### config.mk
export PLATFORM = sky130hd
export DESIGN_NAME = vload_seq
export DESIGN_NICKNAME = d
export VERILOG_FILES = /design/src/rtl/vls_pkg.sv /design/src/rtl/vls_decode.sv /design/src/rtl/vls_addr_gen.sv /design/src/rtl/vls_ctrl.sv /design/src/rtl/vload_seq.sv
export SDC_FILE = /design/constraint.sdc
export NUM_CORES = 1
export LEC_CHECK = 0
export BUFFER_PORTS_ARGS = -buffer_cell sky130_fd_sc_hd__buf_2
export CORE_MARGIN = 2
export CORE_UTILIZATION = 60
export DETAILED_ROUTE_END_ITERATION = 10
export PLACE_DENSITY = 0.94
export SLEW_MARGIN = 20
export SYNTH_ARGS = -nofsm -noshare
export SYNTH_HDL_FRONTEND = slang
export SYNTH_SLANG_ARGS = --single-unit
### constraint.sdc
create_clock -name clk -period 7 [get_ports clk]
set_input_delay 0 -clock clk [delete_from_list [all_inputs] [get_ports clk]]
set_output_delay 0 -clock clk [all_outputs]
set_load 0.01 [all_outputs]
### src/rtl/vls_pkg.sv
// Shared types for the vector load sequencer.
// Assumes nothing beyond the standard language.
package vls_pkg;
    // How element addresses advance from one element to the next.
    typedef enum logic [1:0] {
        AK_UNIT   = 2'd0,   // contiguous, step = element bytes
        AK_ELEM   = 2'd1,   // step = immediate
        AK_GATHER = 2'd2,   // base re-read per element
        AK_SPLAT  = 2'd3    // same address for all elements
    } addr_kind_e;

    // Decoded plan for one operation.
    typedef struct packed {
        addr_kind_e kind;
        logic       last_only;   // write only the final datum (select)
        logic       single;      // exactly one element, VL ignored
        logic       idx_form;    // index register supplies the offset
    } op_plan_t;
endpackage

### src/rtl/vls_decode.sv
// Mode decoder: maps operand vector flags and form to an addressing plan.
// Purely combinational; assumes flags are valid when start is sampled.
module vls_decode
    import vls_pkg::*;
(
    input  logic     idx_form,
    input  logic     rt_vec,
    input  logic     ra_vec,
    input  logic     rb_vec,
    input  logic     elem_strided,
    output op_plan_t plan
);
    // Select addressing kind and writeback policy from the operand flags.
    always_comb begin
        plan           = '0;
        plan.idx_form  = idx_form;
        plan.last_only = !rt_vec;
        if (!idx_form) begin
            if (ra_vec) begin
                plan.kind = AK_GATHER;
            end else if (rt_vec) begin
                plan.kind = elem_strided ? AK_ELEM : AK_UNIT;
            end else begin
                plan.kind   = AK_UNIT;
                plan.single = 1'b1;
            end
        end else begin
            if (ra_vec && !rb_vec) begin
                plan.kind = AK_GATHER;
            end else if (rb_vec) begin
                plan.kind = AK_UNIT;
            end else begin
                plan.kind   = AK_SPLAT;
                plan.single = !rt_vec;
            end
        end
    end
endmodule

### src/rtl/vls_addr_gen.sv
// Address generator: holds base, offset and accumulated stride, and
// presents their sum as the request address. Loads are strobed by the
// controller; assumes rf_rdata is valid in the cycle a load strobe is high.
module vls_addr_gen
    import vls_pkg::*;
#(
    parameter int XLEN   = 64,
    parameter int EBYTES = 8
) (
    input  logic            clk,
    input  logic            rst_n,
    input  logic            init,
    input  addr_kind_e      kind,
    input  logic            idx_form,
    input  logic [XLEN-1:0] imm,
    input  logic            ld_off,
    input  logic            ld_base,
    input  logic            step,
    input  logic [XLEN-1:0] rf_rdata,
    output logic [XLEN-1:0] addr
);
    localparam logic [XLEN-1:0] UNIT_STEP = XLEN'(EBYTES);

    logic [XLEN-1:0] base_q;
    logic [XLEN-1:0] off_q;
    logic [XLEN-1:0] acc_q;
    logic [XLEN-1:0] step_q;

    // Capture operands at start and advance the stride accumulator.
    always_ff @(posedge clk) begin
        if (!rst_n) begin
            base_q <= '0;
            off_q  <= '0;
            acc_q  <= '0;
            step_q <= '0;
        end else if (init) begin
            off_q  <= (idx_form || kind == AK_ELEM) ? '0 : imm;
            acc_q  <= '0;
            case (kind)
                AK_UNIT: step_q <= UNIT_STEP;
                AK_ELEM: step_q <= imm;
                default: step_q <= '0;
            endcase
        end else begin
            if (ld_off)  off_q  <= rf_rdata;
            if (ld_base) base_q <= rf_rdata;
            if (step)    acc_q  <= acc_q + step_q;
        end
    end

    // Request address is the sum of the three terms.
    always_comb addr = base_q + off_q + acc_q;
endmodule

### src/rtl/vls_ctrl.sv
// Sequencing controller: walks elements in order, drives register reads,
// the request handshake and writebacks. One request outstanding at a time;
// assumes a response arrives only after its request was accepted.
module vls_ctrl
    import vls_pkg::*;
#(
    parameter int RW  = 5,
    parameter int VLW = 7
) (
    input  logic           clk,
    input  logic           rst_n,
    input  logic           start,
    input  logic [VLW-1:0] vl,
    input  logic [RW-1:0]  rt_num,
    input  logic [RW-1:0]  ra_num,
    input  logic [RW-1:0]  rb_num,
    input  op_plan_t       plan_in,
    output logic [RW-1:0]  rf_raddr,
    output logic           mem_req_valid,
    input  logic           mem_req_ready,
    input  logic           mem_rsp_valid,
    output logic           wb_en,
    output logic [RW-1:0]  wb_addr,
    output logic           busy,
    output logic           done,
    output logic           init,
    output logic           ld_off,
    output logic           ld_base,
    output logic           step
);
    typedef enum logic [2:0] {
        S_IDLE, S_RDB, S_RDA, S_REQ, S_WAIT, S_FIN
    } state_e;

    state_e         state_q;
    op_plan_t       plan_q;
    logic [VLW-1:0] cnt_q;
    logic [VLW-1:0] idx_q;
    logic [RW-1:0]  rt_q;
    logic [RW-1:0]  ra_q;
    logic [RW-1:0]  rb_q;
    logic [VLW-1:0] cnt_d;
    logic           last;
    logic           gather;

    always_comb cnt_d  = plan_in.single ? VLW'(1) : vl;
    always_comb init   = start && (state_q == S_IDLE);
    always_comb last   = (idx_q == cnt_q - VLW'(1));
    always_comb gather = (plan_q.kind == AK_GATHER);

    // State, element counter and latched operation fields.
    always_ff @(posedge clk) begin
        if (!rst_n) begin
            state_q <= S_IDLE;
            plan_q  <= '0;
            cnt_q   <= '0;
            idx_q   <= '0;
            rt_q    <= '0;
            ra_q    <= '0;
            rb_q    <= '0;
        end else begin
            case (state_q)
                S_IDLE: if (start) begin
                    plan_q <= plan_in;
                    cnt_q  <= cnt_d;
                    idx_q  <= '0;
                    rt_q   <= rt_num;
                    ra_q   <= ra_num;
                    rb_q   <= rb_num;
                    if (cnt_d == '0)          state_q <= S_FIN;
                    else if (plan_in.idx_form) state_q <= S_RDB;
                    else                       state_q <= S_RDA;
                end
                S_RDB:  state_q <= S_RDA;
                S_RDA:  state_q <= S_REQ;
                S_REQ:  if (mem_req_ready) state_q <= S_WAIT;
                S_WAIT: if (mem_rsp_valid) begin
                    if (last) begin
                        state_q <= S_FIN;
                    end else begin
                        idx_q   <= idx_q + VLW'(1);
                        state_q <= gather ? S_RDA : S_REQ;
                    end
                end
                default: state_q <= S_IDLE;
            endcase
        end
    end

    // Register read address: index in RDB, base (stepped for gather) in RDA.
    always_comb begin
        if (state_q == S_RDB) rf_raddr = rb_q;
        else                  rf_raddr = ra_q + (gather ? RW'(idx_q) : '0);
    end

    // Handshake, writeback and datapath strobes.
    always_comb begin
        mem_req_valid = (state_q == S_REQ);
        wb_en   = (state_q == S_WAIT) && mem_rsp_valid && (!plan_q.last_only || last);
        wb_addr = rt_q + (plan_q.last_only ? '0 : RW'(idx_q));
        ld_off  = (state_q == S_RDB);
        ld_base = (state_q == S_RDA);
        step    = (state_q == S_WAIT) && mem_rsp_valid && !last;
        busy    = (state_q != S_IDLE);
        done    = (state_q == S_FIN);
    end
endmodule

### src/rtl/vload_seq.sv
// Vector load sequencer top: decodes the operand flags, then issues one
// memory read per element and writes results back to the register file.
// Assumes NREG is a power of two and a same-cycle register read port.
module vload_seq
    import vls_pkg::*;
#(
    parameter int XLEN   = 64,
    parameter int NREG   = 32,
    parameter int MAXVL  = 64,
    parameter int EBYTES = 8,
    localparam int RW    = $clog2(NREG),
    localparam int VLW   = $clog2(MAXVL + 1)
) (
    input  logic            clk,
    input  logic            rst_n,
    input  logic            start,
    input  logic [VLW-1:0]  vl,
    input  logic [RW-1:0]   rt_num,
    input  logic [RW-1:0]   ra_num,
    input  logic [RW-1:0]   rb_num,
    input  logic [XLEN-1:0] imm,
    input  logic            idx_form,
    input  logic            rt_vec,
    input  logic            ra_vec,
    input  logic            rb_vec,
    input  logic            elem_strided,
    output logic [RW-1:0]   rf_raddr,
    input  logic [XLEN-1:0] rf_rdata,
    output logic            mem_req_valid,
    input  logic            mem_req_ready,
    output logic [XLEN-1:0] mem_req_addr,
    input  logic            mem_rsp_valid,
    input  logic [XLEN-1:0] mem_rsp_data,
    output logic            wb_en,
    output logic [RW-1:0]   wb_addr,
    output logic [XLEN-1:0] wb_data,
    output logic            busy,
    output logic            done
);
    op_plan_t plan;
    logic     init, ld_off, ld_base, step;

    vls_decode u_dec (
        .idx_form     (idx_form),
        .rt_vec       (rt_vec),
        .ra_vec       (ra_vec),
        .rb_vec       (rb_vec),
        .elem_strided (elem_strided),
        .plan         (plan)
    );

    vls_ctrl #(.RW(RW), .VLW(VLW)) u_ctrl (
        .clk           (clk),
        .rst_n         (rst_n),
        .start         (start),
        .vl            (vl),
        .rt_num        (rt_num),
        .ra_num        (ra_num),
        .rb_num        (rb_num),
        .plan_in       (plan),
        .rf_raddr      (rf_raddr),
        .mem_req_valid (mem_req_valid),
        .mem_req_ready (mem_req_ready),
        .mem_rsp_valid (mem_rsp_valid),
        .wb_en         (wb_en),
        .wb_addr       (wb_addr),
        .busy          (busy),
        .done          (done),
        .init          (init),
        .ld_off        (ld_off),
        .ld_base       (ld_base),
        .step          (step)
    );

    vls_addr_gen #(.XLEN(XLEN), .EBYTES(EBYTES)) u_agen (
        .clk      (clk),
        .rst_n    (rst_n),
        .init     (init),
        .kind     (plan.kind),
        .idx_form (idx_form),
        .imm      (imm),
        .ld_off   (ld_off),
        .ld_base  (ld_base),
        .step     (step),
        .rf_rdata (rf_rdata),
        .addr     (mem_req_addr)
    );

    // Returned data goes straight to the register write port.
    always_comb wb_data = mem_rsp_data;
endmodule

==> out/metrics.yaml <==
cells_and_area:
  layout_common_cells: "492 x nand2_1, 326 x a21oi_1, 291 x dfxtp_1"
  fill_cells: 2309
  drive_gt1_share_pct: 12.43
  syn_to_final_growth_pct: 18.10
  seq_area_mm2: 0.005826
  multiInputGateArea_mm2: 0.01352
  final_common_cell: "nand2_1"
  finish.net_count: 3222
  final_util_pct: 72.10
power_and_ir_drop:
  p_leak_nw: 10.81
  power.density_mw_per_mm2: 204.4
  ir_drop_v: 0.0002607
clocking:
  cts_setup_buffers: 0
  clk_path_buf_depth: 3
  path_clk_slew_ns: 0.06
  cts_tree: "built"
  cts_resized: 0
  clock_latency_ns: 0.54
  cts_made_buffers: 36
  ctsHoldBuffers: 157
  clock_sinks: 291
  h-tree-depth: 2
  cts_root_buf: "clkbuf_16"
run_status:
  status: "completed"
floorplanning:
  core_mm2: 0.03362
  io_pins: 366
  die_h_um: 188.9
  fp.dieW_um: 188.9
  start_util_pct: 61.05
  die_area_mm2: 0.03570
  row_count: 67
placement:
  io_buffers: 237
  gp_congestion: 1.007
  post-dp-hpwl_um: 44430
yosys:
  syn_nets: 2984
  yosysSeqAreaShare_pct: 28.39
  syn_area_per_cell_um2: 8.023
  ys_warn_count: 0
  synth-async-reset-ratio_pct: 0
  synth-main-ff-cell: "dfxtp_1"
  synthesis.instances: 2558
  synth_area_mm2: 0.02052
  ys_seq_elements: 291
  synth_edf_count: 0
  synth.distinct_cells: 87
critical_path:
  critPathLaunchType: "flip-flop"
  setup.worst_path.class: "reg2out"
  critPathTopFamily: "compound AO/OA/AOI/OAI gates"
  arrival_ns: 4.94
  critPathRequiredTime_ns: 7.00
  crit_slowest_cell: "a41oi_1"
  cp_slowest_stage_delay_ns: 0.75
  cp_num_buf_inv: 1
  path_cells: "fa_1, ha_1, fa_1, a21oi_1, o221ai_1, o21ai_1, o21ai_1, nand3_1, o31ai_2, a41oi_1, o21a_1, o21ai_0, xor2_1, buf_2"
  crit_path_end_kind: "output pin"
  cp_max_fo: 5
route:
  drt-initial-drc-count: 2284
  drt_first_pass_iters: 6
  wire_per_inst_um: 21.42
  drcViolationCount: 0
  vias_per_cell: 6.536
  ant_nets: 0
  drt-total-wl_um: 70180
  vias: 21410
timing:
  worst_slew_pin_slew_ns: 1.024
  period_share_pct: 70.63
  fmax_mhz: 202.2
  layout_min_cycle_time_ns: 4.944
  setup_tns_ns: 0
  setup_viol: 0
  fin_skew_ns: 0.02356
  rsz0062_at_grt: "false"
  finalHoldViolCount: 0
  hold_slack_ns: 0.000003241
  slew_viol_final: 0
  relSlewSlack_pct: 31.58
hold_path:
  hold_path_class: "in2out"
job:
  cap_viol_max_count: 0
grt:
  antenna_found_initial: 2
  grt.total_usage_pct: 38.00
  grt_max_degree: 91
  grt-ovfl-total: 0
  first_global_vias: 21500
  grt_pass1_wl_um: 110100
## cell usage after synthesis, types with 7 or more instances
| cell type | count | area [um^2] |
|---|---|---|
| nand2_1 | 494 | 1854 |
| a21oi_1 | 326 | 1632 |
| dfxtp_1 | 291 | 5826 |
| ha_1 | 135 | 1689 |
| clkbuf_1 | 123 | 461.7 |
| a21boi_0 | 93 | 698.2 |
| nor2b_1 | 90 | 563.0 |
| nor2_1 | 81 | 304.0 |
| a21o_1 | 80 | 600.6 |
| xnor2_1 | 77 | 674.4 |
| fa_1 | 67 | 1341 |
| o21ai_0 | 66 | 330.3 |
| buf_4 | 65 | 488.0 |
| a22o_1 | 63 | 551.8 |
| inv_1 | 53 | 198.9 |
| xor2_1 | 52 | 455.4 |
| nand3_1 | 51 | 255.2 |
| nand4_1 | 31 | 193.9 |
| nor3_1 | 31 | 155.2 |
| o21bai_1 | 25 | 187.7 |
| and3_1 | 22 | 137.6 |
| a31oi_1 | 16 | 100.1 |
| and2_1 | 16 | 100.1 |
| o21a_1 | 15 | 112.6 |
| a211oi_1 | 13 | 97.59 |
| nand2b_1 | 13 | 81.33 |
| buf_2 | 10 | 50.05 |
| nor4_1 | 9 | 56.30 |
| o211ai_1 | 9 | 67.56 |
| o21ai_1 | 9 | 45.04 |
| o31ai_1 | 8 | 60.06 |
| a221oi_1 | 7 | 61.31 |
| and4_1 | 7 | 61.31 |
| buf_1 | 7 | 26.28 |
## final cells by class
cell class	count	share of cell area (%)
diodes	5	0.05162
flip-flops and latches	291	24.03
inverters	53	0.8208
well taps	448	2.313
multi-input cells	2009	55.78
clock inverters	16	0.9601
clock buffers	49	4.295
repair buffers	405	11.74
## sequential cells by signal, indices dropped and copies added, names as in the netlist
| signal | cells |
|---|---|
| u_agen.step_q | 64 |
| u_ctrl.rt_q | 5 |
| u_ctrl.plan_q | 3 |
| u_ctrl.cnt_q | 7 |
| u_agen.acc_q | 64 |
| u_ctrl.rb_q | 5 |
| u_ctrl.ra_q | 5 |
| u_ctrl.state_q | 3 |
| u_agen.base_q | 64 |
| u_agen.off_q | 64 |
| u_ctrl.idx_q | 7 |
## power by group
part	switching (W)	internal (W)	leakage, nW
Sequential	0.0000821	0.00175	2.36
Clock	0.000790	0.00124	0.621
Combinational	0.000690	0.000411	7.83
## logic make-up after synthesis
family          share of synthesized area [%]
xor+xnor                                5.505
buf+inv                                 5.968
mux                                    0.1524
fa+ha+maj                               14.77
flops                                   28.39
simple gates                            19.23
compound gates                          26.00
## final timing paths
kind	startpoint	to	slack, ns	depth (start not counted)
hold / removal	mem_rsp_data[38]	wb_data[38]	0.000003	0
setup reg to reg	u_agen.step_q[23]	u_agen.acc_q[60]	3.39	11
hold reg to reg	u_agen.base_q[17]	u_agen.base_q[17]	0.48	2
setup / recovery	u_agen.acc_q[1]	mem_req_addr[61]	2.06	14
## metal layers
metal | global-route usage (%) | routed length (um)
met1 | 44.50 | 25470
met2 | 64.10 | 32840
met3 | 8.508 | 7758
met4 | 21.78 | 4111
met5 | 0 | 0
## stage by stage
| stage | std cells | worst slack, ns | instance area (um^2) | total power, W |
|---|---|---|---|---|
| after global routing | 3272 | 1.799 | 24230 | 0.005099 |
| after global placement | 3049 | 2.929 | 21380 | 0.002781 |
| after floorplan | 2558 | 3.698 | 20520 | 0.002503 |
| after CTS | 3271 | 2.230 | 24220 | 0.004868 |
| final | 3276 | 2.056 | 24240 | 0.004953 |
| after detailed placement | 3049 | 2.802 | 21380 | 0.002819 |
## worst register-to-register path: cells and delay by family (launching register included)
family	cells	cell delay, ns
flip-flops	1	0.36
AO/OA/AOI/OAI	8	2.29
adder cells (fa/ha/maj)	1	0.41
AND/OR/NAND/NOR	2	0.42
(Power assumes the default switching activity.)
